File: src/rtl/cell_irq_hub.sv
module cell_irq_hub #(
  parameter int NUM_SRC = 5,
  parameter int AW = 8,
  parameter logic [7:0] REV_ID = 8'h03,
  parameter logic [7:0] MASK_INIT = 8'hBF,
  parameter logic [AW-1:0] A_REV = 'h08,
  parameter logic [AW-1:0] A_STAT = 'h50,
  parameter logic [AW-1:0] A_MASK = 'h52,
  parameter logic [AW-1:0] A_ROUTE = 'h54
) (
  input  logic               clk,
  input  logic               rst,
  input  logic [NUM_SRC-1:0] src_i,
  input  logic               wr_en,
  input  logic               rd_en,
  input  logic [AW-1:0]      addr,
  input  logic [7:0]         wdata,
  output logic [7:0]         rdata,
  output logic               irq_n
);

  logic [7:0] status_q, mask_q, route_q;
  logic [7:0] src_w, clr_w, pend_w;

  assign src_w  = 8'(src_i);
  assign clr_w  = (wr_en && addr == A_STAT) ? wdata : 8'h00;
  assign pend_w = status_q & ~mask_q;

  always_ff @(posedge clk) begin
    if (rst) begin
      status_q <= 8'h00;
      mask_q   <= MASK_INIT;
      route_q  <= 8'h00;
      irq_n    <= 1'b1;
    end else begin
      status_q <= (status_q & ~clr_w) | src_w;
      if (wr_en && addr == A_MASK)  mask_q  <= wdata;
      if (wr_en && addr == A_ROUTE) route_q <= wdata;
      irq_n <= ~|pend_w;
    end
  end

  always_comb begin
    rdata = 8'h00;
    if (rd_en) begin
      case (addr)
        A_REV:   rdata = REV_ID;
        A_STAT:  rdata = status_q;
        A_MASK:  rdata = mask_q;
        A_ROUTE: rdata = route_q;
        default: rdata = 8'h00;
      endcase
    end
  end

endmodule

File: config.mk
export PLATFORM = sky130hd
export DESIGN_NAME = cell_irq_hub
export DESIGN_NICKNAME = d
export VERILOG_FILES = /design/src/rtl/cell_irq_hub.sv
export SDC_FILE = /design/constraint.sdc
export NUM_CORES = 1
export LEC_CHECK = 0
export BUFFER_PORTS_ARGS = -buffer_cell sky130_fd_sc_hd__buf_2
export CAP_MARGIN = 5
export CORE_MARGIN = 1
export CORE_UTILIZATION = 40
export CTS_CLUSTER_DIAMETER = 60
export DETAILED_ROUTE_END_ITERATION = 8
export GPL_ROUTABILITY_DRIVEN = 1
export PLACE_DENSITY = 0.65
export SLEW_MARGIN = 20
export SYNTH_ARGS = -nofsm -noshare
export SYNTH_HDL_FRONTEND = slang
export SYNTH_SLANG_ARGS = --single-unit
File: constraint.sdc
create_clock -name clk -period 3.6 [get_ports clk]
set_input_delay 0.18 -clock clk [delete_from_list [all_inputs] [get_ports clk]]
set_output_delay 0.18 -clock clk [all_outputs]
set_load 0.01 [all_outputs]
==> summary.md <==
| Metric | Value |
|---|---|
| Die width | 57.3 um |
| Hold Violations, Final | 0 |
| Max Clk Rate | 455 MHz |
| Die H | 57.3 um |
| Die area | 0.00329 mm2 |
| ANT cells | 0 |
| Post-route ant nets | 0 |
| Top Usage Layer GRT | met2 |
| Commonest non-fill, non-tap cell in the layout | buf_2 |
| Post-CTS Setup Inserts | 0 |
| # port buffers | 33 |
| Skew-Pair Late Insertion Delay | 0.32 ns |
| CTS root buffer | clkbuf_4 |
| CTS tree | built |
| Actual slew at the worst max-slew pin | 0.982 ns |
| Vias in the first global route | 1,114 |
| Status | complete, but fails checks |
| Drt pass-1 iters | 6 |
| Critical path arrival | 2.02 ns |
| Synth Register Bits | 25 |
| Max-Cap Viols | 0 |
| Layout Area Growth over Synthesis | 17.1% |
| Synthesized cell area | 0.00122 mm2 |
| # resized after CTS | 0 |
| Mean Syn Cell Area | 8.57 um2 |
| Post-synth cell types | 25 |
| Cell Pwr Density | 320 mW/mm2 |
| Max_slew headroom | 34.0% |
| Period utilization | 61.0% |
| Maximum vdd drop | 130 uV |
| Pre-CTS WS | 1.41 ns |
| Crit Path Class | in2out |
| Max Transition Viols Final | 0 |
| Layout cells sized above 1 | 23.9% |
| Worst setup EP type | output pin |
| Final setup viols | 0 |
| Residual overflow from global routing | 0 |
| DRT iter0 DRCs | 85 |
| GRT Util Overall | 19.5% |
| Crit path time final | 2.20 ns |
| Via/cell ratio | 5.53 |
| Most frequent cells in the layout | buf_2, dfxtp_1, nor2_1 |
| Clk slew on worst S/H paths | 0.15 ns |
| Routed WL | 3.03 mm |
| Starting Density | 43.3% |
| YS warnings | 0 |
| Class of the worst hold path | in2reg |
| Num CTS Buffers | 3 |
| Number of H-tree levels | 1 |
| First-pass GRT wire length | 4.98 mm |
| Clk buf depth | 2 |
| IO Pins | 34 |
| Largest net degree at the start of global routing | 20 |
| Antenna violations before repair | 0 |
| Core Rows | 19 |
| Core area | 0.00283 mm2 |
| GR Layer Usage met3 | 2.49% |
| Total Power | 0.459 mW |
| CP required | 3.42 ns |
| CP max FO | 8 |
| Hold Buf Count CTS | 0 |
| GRT met1 Usage | 26.0% |
| Post-route setup slack | 1.40 ns |
| # DRC | 4 |
| Synthesized net count | 168 |
| Core Util, Final | 50.7% |
| Seq/Total Area, Yosys | 40.9% |
| Detail Placement HPWL | 2.15 mm |
| Worst Clk Skew | 0.00506 ns |
| Clock sink count | 25 |
| M2 GR Usage | 33.1% |
| Setup TNS | 0 ns |
| Fin nets | 202 |
| Cells after Synth | 143 |
| Static leakage power | 0.542 nW |
| Wirelength per Cell | 14.6 um |
| Violated checks | design-rule violations |
| Worst setup SP type | input port |
| Gpl congestion | 0.791 |
| Routed via count | 1,145 |
| Setup repair after global routing missed its margin | no |
-- synthesized netlist by cell type --
cell	n	area [um2]
a211oi_1	3	22.5
a21oi_1	3	15.0
a221oi_1	1	8.76
a22oi_1	6	45.0
a311oi_1	5	43.8
buf_6	1	11.3
clkbuf_1	3	11.3
dfxtp_1	25	500
inv_1	16	60.1
mux2i_1	16	160
nand2_1	16	60.1
nand2b_1	1	6.26
nand3b_1	1	7.51
nor2_1	22	82.6
nor2b_1	1	6.26
nor3_1	2	10.0
nor4_2	2	25.0
nor4_4	2	42.5
o21ai_0	8	40.0
o21ai_1	1	5.00
o22ai_1	4	25.0
o41ai_1	1	8.76
or3_1	1	6.26
or3_4	1	11.3
or4b_1	1	10.0
-- layer usage --
layer | wire length, um | part of all wire, %
met5 | 0 | 0
met4 | 15 | 0.50
met3 | 201 | 6.6
met2 | 1450 | 48
met1 | 1360 | 45
-- cells by family after synthesis --
family	after synthesis	share of synthesized area, %
multiplexers	16	13.1
AND/OR/NAND/NOR	50	21.9
flip-flops	25	40.9
buffers and inverters	20	6.74
AO/OA/AOI/OAI	32	17.5
-- worst max-delay path, cell delays in order --
cell      delay (ns)
buf_2           0.10
nand3b_1        0.39
nor3_1          0.89
a221oi_1        0.17
nor2_1          0.14
buf_2           0.14
-- stage by stage --
stage,instance area [um2],std cells,hold slack (ns)
6_report,1430,207,0.0389
3_5_place_dp,1410,203,0.398
5_1_grt,1430,207,0.0379
2_1_floorplan,1220,143,0.274
3_3_place_gp,1410,203,0.396
4_1_cts,1430,207,0.0383
-- report_power, final --
group          total, mW  switching [mW]  leakage, nW  internal (mW)
logic             0.0453          0.0280        0.321         0.0173
clock network      0.131          0.0893       0.0177         0.0416
registers          0.283         0.00226        0.203          0.281
total              0.459           0.119        0.542          0.340
-- cell type report --
type / instances / area [um2]
fill: 297 / 1400
multi-input combinational: 98 / 642
sequential: 25 / 500
timing repair buffer: 33 / 165
inverter: 16 / 60.1
tap: 31 / 38.8
clock buffer: 3 / 22.5
clock inverter: 1 / 5.00
-- worst paths after layout --
path,from,endpoint,slack (ns),cells past startpoint
worst min register to register,status_q[5]$_SDFF_PP0_,status_q[5]$_SDFF_PP0_,0.48,2
worst min-delay path,wdata[6],status_q[6]$_SDFF_PP0_,0.04,2
worst max-delay path,addr[3],rdata[0],1.40,6
worst max register to register,status_q[1]$_SDFF_PP0_,irq_n$_SDFF_PP1_,2.64,3
-- sequential cells by signal, summed over array words and instances, names as in the netlist --
| signal | flops |
|---|---|
| irq_n | 1 |
| mask_q | 8 |
| route_q | 8 |
| status_q | 8 |
Power figures use the tool's default switching activity.
